$ cat src/rtl/bitred_pkg.sv
package bitred_pkg;
  localparam int SHIFT_SEL_W = 2;

  typedef struct packed {
    logic capture;
    logic clearSticky;
  } redStrobe_t;
endpackage

$ cat src/rtl/bitred_ctrl.sv
module bitred_ctrl
  import bitred_pkg::*;
(
  input  logic       clk,
  input  logic       rstN,
  input  logic       validIn,
  input  logic       clearFlag,
  input  logic       satNow,
  output redStrobe_t strobe,
  output logic       validOut,
  output logic       stickyOvf
);

  always_comb begin
    strobe.capture     = validIn;
    strobe.clearSticky = clearFlag;
  end

  always_ff @(posedge clk) begin
    if (!rstN) begin
      validOut  <= 1'b0;
      stickyOvf <= 1'b0;
    end else begin
      validOut <= strobe.capture;
      if (strobe.clearSticky)
        stickyOvf <= 1'b0;
      else if (strobe.capture && satNow)
        stickyOvf <= 1'b1;
    end
  end


  clear_wins_chk: assert property (@(posedge clk) disable iff (!rstN)
    clearFlag |=> !stickyOvf);


  sticky_hold_chk: assert property (@(posedge clk) disable iff (!rstN)
    (stickyOvf && !clearFlag) |=> stickyOvf);

endmodule

$ cat src/rtl/bitred_datapath.sv
module bitred_datapath
  import bitred_pkg::*;
#(
  parameter int IN_W  = 36,
  parameter int OUT_W = 18,
  parameter int DROP  = 17,
  parameter int SEL_W = SHIFT_SEL_W
) (
  input  logic             clk,
  input  logic             rstN,
  input  redStrobe_t       strobe,
  input  logic [IN_W-1:0]  dataIn,
  input  logic [SEL_W-1:0] shiftSel,
  input  logic             roundMode,
  output logic             satNow,
  output logic [OUT_W-1:0] dataOut,
  output logic             satOut
);

  localparam int NSH   = 1 << SEL_W;
  localparam int EXT_W = IN_W + 1;
  localparam int TOP_W = EXT_W - OUT_W + 1;
  localparam logic [OUT_W-1:0] MAX_CODE = {1'b0, {(OUT_W-1){1'b1}}};
  localparam logic [OUT_W-1:0] MIN_CODE = {1'b1, {(OUT_W-1){1'b0}}};

  logic [OUT_W-1:0] candVal [NSH];
  logic [NSH-1:0]   candSat;
  logic signed [EXT_W-1:0] extIn;

  assign extIn = {dataIn[IN_W-1], dataIn};

  for (genvar k = 0; k < NSH; k++) begin : g_shift
    localparam int SH = DROP + k;
    logic signed [EXT_W-1:0] addend;
    logic signed [EXT_W-1:0] sum;
    logic signed [EXT_W-1:0] shifted;
    logic [TOP_W-1:0]        upper;
    logic                    fits;

    if (SH > 0) begin : g_rnd
      assign addend = roundMode ? ({{(EXT_W-1){1'b0}}, 1'b1} << (SH - 1)) : '0;
    end else begin : g_nornd
      assign addend = '0;
    end

    assign sum     = extIn + addend;
    assign shifted = sum >>> SH;
    assign upper   = shifted[EXT_W-1:OUT_W-1];
    assign fits    = (&upper) | ~(|upper);
    assign candSat[k] = ~fits;
    assign candVal[k] = fits ? shifted[OUT_W-1:0]
                             : (sum[EXT_W-1] ? MIN_CODE : MAX_CODE);
  end

  logic [OUT_W-1:0] selVal;
  always_comb begin
    selVal = candVal[shiftSel];
    satNow = candSat[shiftSel];
  end

  always_ff @(posedge clk) begin
    if (!rstN) begin
      dataOut <= '0;
      satOut  <= 1'b0;
    end else if (strobe.capture) begin
      dataOut <= selVal;
      satOut  <= satNow;
    end
  end


  clamp_code_chk: assert property (@(posedge clk) disable iff (!rstN)
    satOut |-> (dataOut == MAX_CODE || dataOut == MIN_CODE));


  hold_idle_chk: assert property (@(posedge clk) disable iff (!rstN)
    !strobe.capture |=> ($stable(dataOut) && $stable(satOut)));

endmodule

$ cat src/rtl/bitred_top.sv
module bitred_top
  import bitred_pkg::*;
#(
  parameter int IN_W  = 36,
  parameter int OUT_W = 18,
  parameter int DROP  = 17
) (
  input  logic                   clk,
  input  logic                   rstN,
  input  logic [IN_W-1:0]        dataIn,
  input  logic                   validIn,
  input  logic [SHIFT_SEL_W-1:0] shiftSel,
  input  logic                   roundMode,
  input  logic                   clearFlag,
  output logic [OUT_W-1:0]       dataOut,
  output logic                   validOut,
  output logic                   satOut,
  output logic                   stickyOvf
);

  redStrobe_t strobe;
  logic       satNow;

  bitred_ctrl u_ctrl (
    .clk       (clk),
    .rstN      (rstN),
    .validIn   (validIn),
    .clearFlag (clearFlag),
    .satNow    (satNow),
    .strobe    (strobe),
    .validOut  (validOut),
    .stickyOvf (stickyOvf)
  );

  bitred_datapath #(
    .IN_W  (IN_W),
    .OUT_W (OUT_W),
    .DROP  (DROP),
    .SEL_W (SHIFT_SEL_W)
  ) u_dp (
    .clk       (clk),
    .rstN      (rstN),
    .strobe    (strobe),
    .dataIn    (dataIn),
    .shiftSel  (shiftSel),
    .roundMode (roundMode),
    .satNow    (satNow),
    .dataOut   (dataOut),
    .satOut    (satOut)
  );


  latency_chk: assert property (@(posedge clk) disable iff (!rstN)
    validIn |=> validOut);


  no_spurious_valid_chk: assert property (@(posedge clk) disable iff (!rstN)
    !validIn |=> !validOut);

endmodule

$ cat config.mk
export PLATFORM = sky130hd
export DESIGN_NAME = bitred_top
export DESIGN_NICKNAME = d
export VERILOG_FILES = /design/src/rtl/bitred_pkg.sv /design/src/rtl/bitred_ctrl.sv /design/src/rtl/bitred_datapath.sv /design/src/rtl/bitred_top.sv
export SDC_FILE = /design/constraint.sdc
export NUM_CORES = 1
export LEC_CHECK = 0
export BUFFER_PORTS_ARGS = -buffer_cell sky130_fd_sc_hd__buf_2
export CORE_MARGIN = 5
export CORE_UTILIZATION = 35
export DETAILED_ROUTE_END_ITERATION = 10
export PLACE_DENSITY_LB_ADDON = 0.3
export SYNTH_ARGS = -nofsm -noshare
export SYNTH_HDL_FRONTEND = slang
export SYNTH_SLANG_ARGS = --single-unit
$ cat constraint.sdc
create_clock -name clk -period 4 [get_ports clk]
set_input_delay 0.8 -clock clk [delete_from_list [all_inputs] [get_ports clk]]
set_output_delay 0.8 -clock clk [all_outputs]
set_load 0.01 [all_outputs]
==> results of run 1 <==
## Yosys cell counts (5+ instances only)
| cell type | count |
|---|---|
| nand4_1 | 12 |
| o22ai_1 | 6 |
| or4_1 | 5 |
| a21oi_1 | 19 |
| or3_1 | 8 |
| inv_1 | 5 |
| a31oi_1 | 5 |
| nand2_1 | 15 |
| clkbuf_1 | 14 |
| buf_2 | 6 |
| mux2i_1 | 8 |
| buf_4 | 8 |
| xor2_1 | 33 |
| or2_2 | 6 |
| o2bb2ai_1 | 12 |
| nor2_1 | 28 |
| nor3_1 | 18 |
| nor4_1 | 10 |
| buf_6 | 10 |
| dfxtp_1 | 21 |
| a211oi_1 | 18 |
| o21ai_0 | 30 |
| xnor2_1 | 20 |
| nand3_1 | 15 |
## state kept, by name, indices dropped and copies added (netlist names)
| register | flops |
|---|---|
| u_ctrl.validOut | 1 |
| u_ctrl.stickyOvf | 1 |
| u_dp.dataOut | 18 |
| u_dp.satOut | 1 |
## report_power, final
part | internal, uW | switching [uW] | total (uW)
clock | 70.8 | 67.6 | 138
combinational | 84.1 | 147 | 231
sequential | 225 | 9.76 | 235
total | 380 | 225 | 605
## cell families after synthesis
logic type / after synthesis
AND/OR/NAND/NOR: 136
AO/OA/AOI/OAI: 118
XOR/XNOR: 53
buffers and inverters: 49
flip-flops: 21
multiplexers: 8
adder cells (fa/ha/maj): 4
## worst min-delay path by stage
| stage | from | end | cells past startpoint |
|---|---|---|---|
| after floorplan | u_dp.dataOut[17] | u_dp.dataOut[17] | 2 |
| after global placement | u_dp.dataOut[17] | u_dp.dataOut[17] | 2 |
| after detailed placement | u_dp.dataOut[17] | u_dp.dataOut[17] | 2 |
| after CTS | u_dp.dataOut[17] | u_dp.dataOut[17] | 2 |
| after global routing | u_dp.dataOut[17] | u_dp.dataOut[17] | 2 |
| final | u_dp.dataOut[17] | u_dp.dataOut[17] | 2 |
## area by class of cell
type | count | area, sq um
multi-input cells | 319 | 2156
well taps | 105 | 131.4
fillers | 890 | 5015
repair buffers | 55 | 295.3
flip-flops and latches | 21 | 420.4
inverters | 8 | 30.03
clock buffers | 4 | 45.04
## cells in the final DEF, fill, tap and decap left out, drive strengths merged, types with 2 or more instances in the layout
cell	count
buf	55
xor2	33
o21ai	32
nor2	28
dfxtp	21
xnor2	20
a21oi	20
nor3	19
a211oi	18
nand3	16
nand2	16
nand4	12
o2bb2ai	12
nor4	10
or3	8
mux2i	8
or4	8
or2	6
o22ai	6
inv	6
a31oi	5
and2	4
and3	4
ha	4
clkbuf	4
o31ai	3
o211ai	3
o21a	2
clkinv	2
o32ai	2
o221ai	2
and4	2
a2111oi	2
nand2b	2
o311ai	2
## critical path: stages
cell and delay (ns):
buf_2 0.17, and2_1 0.15, ha_1 0.22, inv_1 0.07, or4_1 0.64, o21ai_0 0.35
a41oi_4 0.33, o311ai_1 0.56, a211oi_1 0.14
## stage by stage
stage	area, sq um	utilization (%)	instances
final	3078	38.03	512
after global routing	3078	38.03	512
after CTS	3078	38.03	512
after detailed placement	3033	37.48	508
after global placement	3033	37.48	508
after floorplan	2877	-	389
## per-layer routing
metal / part of all wire [%] / GRT usage [%]
met3: 7.7 / 2.007
met5: 0 / 0
met1: 46 / 28.04
met2: 44 / 28.61
met4: 1.7 / 4.663
==> flow_metrics.py, run 1 <==
metrics = {
    "status": {
        "status": "finished, final reports clean",
    },
    "critical_path": {
        "crit_type": "input pin to flop",
        "reg2reg_depth": 2,
        "rr_startpoint": "u_dp.dataOut[14]",
        "crit_fanout": 13,
        "ff2ff_setup_slack_ns": 2.96,
        "timing.critical_path.from": "roundMode",
        "arrival_ns": 3.43,
        "r2r_end": "u_dp.dataOut[14]",
        "cp-end-kind": "flop",
        "endpoint": "u_dp.dataOut[15]",
        "cp-start-kind": "input pin",
        "cp_data_required_time_ns": 4.12,
    },
    "synth": {
        "synth_edf_count": 0,
        "synthMuxAreaShare_pct": 2.784,
        "synth_seq_cells": 21,
        "synthSimpleGateAreaFrac_pct": 26.27,
        "avgSynthCellArea_sq_um": 7.395,
        "ys_warn_count": 0,
        "synth_compound_area_share_pct": 28.01,
        "synth_adder_area_share_pct": 1.740,
        "async_flop_share_pct": 0,
        "synth_nets": 436,
        "synthCells": 389,
        "synth.area.top_cells": "dfxtp_1 (15%), xor2_1 (10%), xnor2_1 (6.1%)",
        "synth_ff_type": "dfxtp_1",
        "synth_top_area_share_pct": 14.62,
        "synth_xor_area_share_pct": 16.14,
        "synth_cell_type_count": 59,
        "syn_area_sq_um": 2877,
        "synth_top_family_by_area": "compound AO/OA/AOI/OAI gates",
        "yosysSeqAreaShare_pct": 14.62,
        "yosysTopAreaCell": "dfxtp_1",
    },
    "pwr": {
        "total_power_uw": 604.8,
        "vdd_drop_max_uv": 124.2,
        "cellLeakagePower_uw": 0.001098,
        "power_density_nw_per_um2": 196.5,
    },
    "sta": {
        "max_freq_ghz": 0.3030,
        "post-route-period-util_pct": 82.52,
        "tightest_slew_ns": 0.7452,
        "finalMaxSlewViolations": 0,
        "max_slew_margin_pct": 49.90,
        "setup_ws_ns": 0.6993,
        "finClkSkew_ns": 0,
        "setup_violations": 0,
        "tns_ns": 0,
        "holdWs_ns": 0.4658,
        "rsz0062_at_grt": "no",
        "min_period_ns": 3.301,
        "hold_violations": 0,
    },
    "floorplanning": {
        "core_sq_um": 8093,
        "ios": 64,
        "die_area_sq_um": 10130,
        "rows": 33,
        "die_x_um": 100.7,
        "start_util_pct": 35.54,
        "die_h_um": 100.7,
    },
    "placed_design": {
        "pre_cts_slack_ns": 0.4674,
        "port_buffers": 47,
        "place_hpwl_mm": 7.352,
        "gp_congestion": 0.9672,
    },
    "clocking": {
        "h-tree-depth": 1,
        "root_buffer": "clkbuf_8",
        "numCtsBuffers": 3,
        "cts_hold_buffers": 0,
        "post_cts_buffers": 0,
        "cts_tree": "built",
        "clk_latency_ns": 0.25,
        "clock_sinks": 21,
        "cts_buffer_depth": 2,
        "ctsResizeCount": 0,
        "clk_pin_slew_ns": 0.08,
    },
    "detailed_routing": {
        "drtAntennaViolNets": 0,
        "num_vias": 3103,
        "wire_per_inst_um": 18.86,
        "drc": 0,
        "dr.first_iter.drc_count": 409,
        "wirelength_mm": 9.655,
        "viasPerCell": 6.061,
        "drtPass1Iterations": 5,
    },
    "finish": {
        "synthToLayoutAreaGrowth_pct": 7.003,
        "diodes": 0,
        "nets": 455,
        "drive_gt1_share_pct": 18.67,
    },
    "global_route": {
        "grt_pass1_vias": 2702,
        "antenna_found_initial": 0,
        "grt_use_total_pct": 18.79,
        "grt_max_degree": 23,
        "overflow": 0,
        "grt_pass1_wl_mm": 15.23,
    },
    "worst_hold_path": {
        "min_path_type": "flop to flop",
    },
    "flow_run": {
        "max-cap-violations": 0,
    },
}
Note: power is estimated with default switching activity, not from simulation.
==> run 2: changes to the inputs <==
--- a/config.mk
+++ b/config.mk
@@ -5,6 +5,7 @@
 export SDC_FILE = /design/constraint.sdc
 export NUM_CORES = 1
 export LEC_CHECK = 0
+export ABC_AREA = 1
 export BUFFER_PORTS_ARGS = -buffer_cell sky130_fd_sc_hd__buf_2
 export CORE_MARGIN = 5
 export CORE_UTILIZATION = 35
==> constraint.sdc (replaced) <==
create_clock -name clk -period 3.15 [get_ports clk]
set_input_delay 0.63 -clock clk [delete_from_list [all_inputs] [get_ports clk]]
set_output_delay 0.63 -clock clk [all_outputs]
set_load 0.01 [all_outputs]
==> flow_metrics.py, run 2 <==
metrics = {
    "floorplanning": {
        "ios": 64,
        "core_sq_um": 8636,
        "die_x_um": 103.7,
        "die_area_sq_um": 10750,
        "die_h_um": 103.7,
        "start_util_pct": 35.55,
        "rows": 34,
    },
    "global_route": {
        "antenna_found_initial": 1,
        "grt_pass1_wl_mm": 15.90,
        "grt_pass1_vias": 3052,
        "grt_use_total_pct": 17.69,
        "grt_max_degree": 33,
        "overflow": 0,
    },
    "critical_path": {
        "critical_path.max_stage_delay_ns": 0.38,
        "rr_startpoint": "u_dp.dataOut[0]",
        "timing.critical_path.from": "roundMode",
        "cp.depth": 14,
        "path_buf_inv": 2,
        "crit_chain": "buf_2, nand2_1, inv_1, ha_1, nand3_1, nor2_4, nand2_2, o21ai_2, nand2_2, o21ai_4, and2_4, nand2_1, nand3_1, a21oi_1",
        "cp-end-kind": "flop",
        "crit_family": "simple AND/OR/NAND/NOR gates",
        "slowest_stage": "and2_4",
        "endpoint": "u_dp.satOut",
        "crit_fanout": 12,
        "cp_data_required_time_ns": 3.28,
        "arrival_ns": 2.68,
        "reg2reg_depth": 2,
        "r2r_end": "u_dp.dataOut[0]",
        "crit_type": "input pin to flop",
        "ff2ff_setup_slack_ns": 2.40,
        "cp-start-kind": "input pin",
    },
    "clocking": {
        "clk_latency_ns": 0.25,
        "ctsResizeCount": 0,
        "clk_pin_slew_ns": 0.07,
        "cts_hold_buffers": 0,
        "cts_tree": "built",
        "cts_buffer_depth": 2,
        "root_buffer": "clkbuf_8",
        "clock_sinks": 21,
        "h-tree-depth": 1,
        "numCtsBuffers": 3,
        "post_cts_buffers": 0,
    },
    "sta": {
        "tightest_slew_ns": 0.5438,
        "finClkSkew_ns": 0,
        "setup_violations": 0,
        "hold_violations": 0,
        "finalMaxSlewViolations": 0,
        "post-route-period-util_pct": 80.86,
        "tns_ns": 0,
        "min_period_ns": 2.547,
        "max_freq_ghz": 0.3926,
        "rsz0062_at_grt": "no",
        "setup_ws_ns": 0.6030,
        "max_slew_margin_pct": 63.29,
    },
    "synth": {
        "yosysSeqAreaShare_pct": 13.69,
        "synth.area.top_cells": "nand2_1 (17%), dfxtp_1 (14%), xor2_1 (10%)",
        "synth_seq_cells": 21,
        "synth_common_cells": "nand2_1 (142), inv_1 (47), nand3_1 (39), nor2_1 (38), xor2_1 (36)",
        "synth_ff_type": "dfxtp_1",
        "ys_warn_count": 0,
        "synth_nets": 547,
        "synth_edf_count": 0,
        "avgSynthCellArea_sq_um": 6.141,
        "synth_most_common_cell": "nand2_1",
        "synth_cell_type_count": 42,
        "synthCells": 500,
        "yosysTopAreaCell": "nand2_1",
        "syn_area_sq_um": 3070,
        "synth_top_area_share_pct": 17.36,
        "async_flop_share_pct": 0,
    },
    "placed_design": {
        "place_hpwl_mm": 8.017,
        "port_buffers": 47,
        "post-place-cells": 636,
        "pre_cts_slack_ns": 0.3286,
        "gp_congestion": 0.9032,
    },
    "detailed_routing": {
        "viasPerCell": 4.986,
        "wire_per_inst_um": 15.28,
        "drtPass1Iterations": 5,
        "drtAntennaViolNets": 0,
        "num_vias": 3191,
        "dr.first_iter.drc_count": 264,
        "drc": 0,
        "wirelength_mm": 9.777,
    },
    "finish": {
        "final_cell_mix": "nand2_1 (142), inv_1 (47), buf_2 (47)",
        "top_register": "u_dp.dataOut",
        "final_common_cell": "nand2_1",
        "synthToLayoutAreaGrowth_pct": 10.23,
        "drive_gt1_share_pct": 23.12,
        "num-fill-cells": 977,
        "diodes": 0,
        "stdcell_count": 640,
        "largest_reg_flops": 18,
        "nets": 580,
    },
    "pwr": {
        "vdd_drop_max_uv": 101.6,
        "cellLeakagePower_uw": 0.001612,
        "power_density_nw_per_um2": 239.1,
    },
    "status": {
        "status": "finished, final reports clean",
    },
    "worst_hold_path": {
        "hold_start": "u_ctrl.stickyOvf",
        "min_path_type": "flop to flop",
    },
    "flow_run": {
        "max-cap-violations": 0,
    },
}
-- run 2: cell types whose count changed after synthesis, sizes merged, moves of 10 or more --
cell / change
nand2: +150
inv: +47
nand3: +34
nor2: +19
a211oi: -18
nor3: -16
o2bb2ai: -12
xnor2: -12
buf: -11
a21oi: +10
nor4: -10
-- run 2: cells by family after synthesis --
| logic type | after synthesis | share of synthesized area, % |
|---|---|---|
| adder cells (fa/ha/maj) | 4 | 1.630 |
| flip-flops | 21 | 13.69 |
| buffers and inverters | 81 | 11.65 |
| AND/OR/NAND/NOR | 273 | 44.70 |
| AO/OA/AOI/OAI | 76 | 15.24 |
| XOR/XNOR | 45 | 13.08 |
-- run 2: tightest hold or removal path, stage by stage, from the launching register on --
cell	delay, ns
dfxtp_1	0.31
inv_1	0.05
a21oi_1	0.06
-- run 2: worst min-delay path by stage --
stage                             endpoint  slack, ns  depth (start not counted)
after floorplan           u_ctrl.stickyOvf       0.47                          2
after global placement    u_ctrl.stickyOvf       0.43                          2
after detailed placement  u_dp.dataOut[14]       0.45                          2
after CTS                 u_dp.dataOut[14]       0.47                          2
after global routing           u_dp.satOut       0.48                          2
final                     u_ctrl.stickyOvf       0.46                          2
-- run 2: power breakdown --
group          switching [uW]  internal, uW
logic                     226           116
clock network            84.7          88.0
registers                8.83           285
total                     320           489
-- run 2: cell type report --
class                   count  area, sq um  share of cell area [%]
multi-input cells         398         2292                   67.73
flip-flops and latches     21        420.4                   12.42
repair buffers             53        280.3                   8.281
inverters                  56        210.2                   6.211
well taps                 108        135.1                   3.993
clock buffers               3        41.29                   1.220
clock inverters             1        5.005                  0.1479
-- run 2: stage by stage --
stage / utilization, % / total power, uW / instance area [sq um] / hold slack [ns]
global route: 39.19 / 863.4 / 3385 / 0.4806
detailed placement: 38.66 / 639.1 / 3338 / 0.4536
global placement: 38.66 / 635.2 / 3338 / 0.4313
CTS: 39.19 / 811.9 / 3385 / 0.4654
finish: 39.19 / 809.2 / 3385 / 0.4606
floorplan: - / 541.6 / 3070 / 0.4686
-- run 2: metal layers --
| layer | track usage, % | routed length [um] | vias to the layer above | part of all wire, % |
|---|---|---|---|---|
| met5 | 0 | 9 | - | 0.092 |
| met4 | 3.793 | 160 | 2 | 1.6 |
| met3 | 2.052 | 580 | 15 | 5.9 |
| met2 | 28.51 | 4338 | 118 | 44 |
| met1 | 25.29 | 4688 | 1407 | 48 |
| li1 | - | - | 1649 | - |
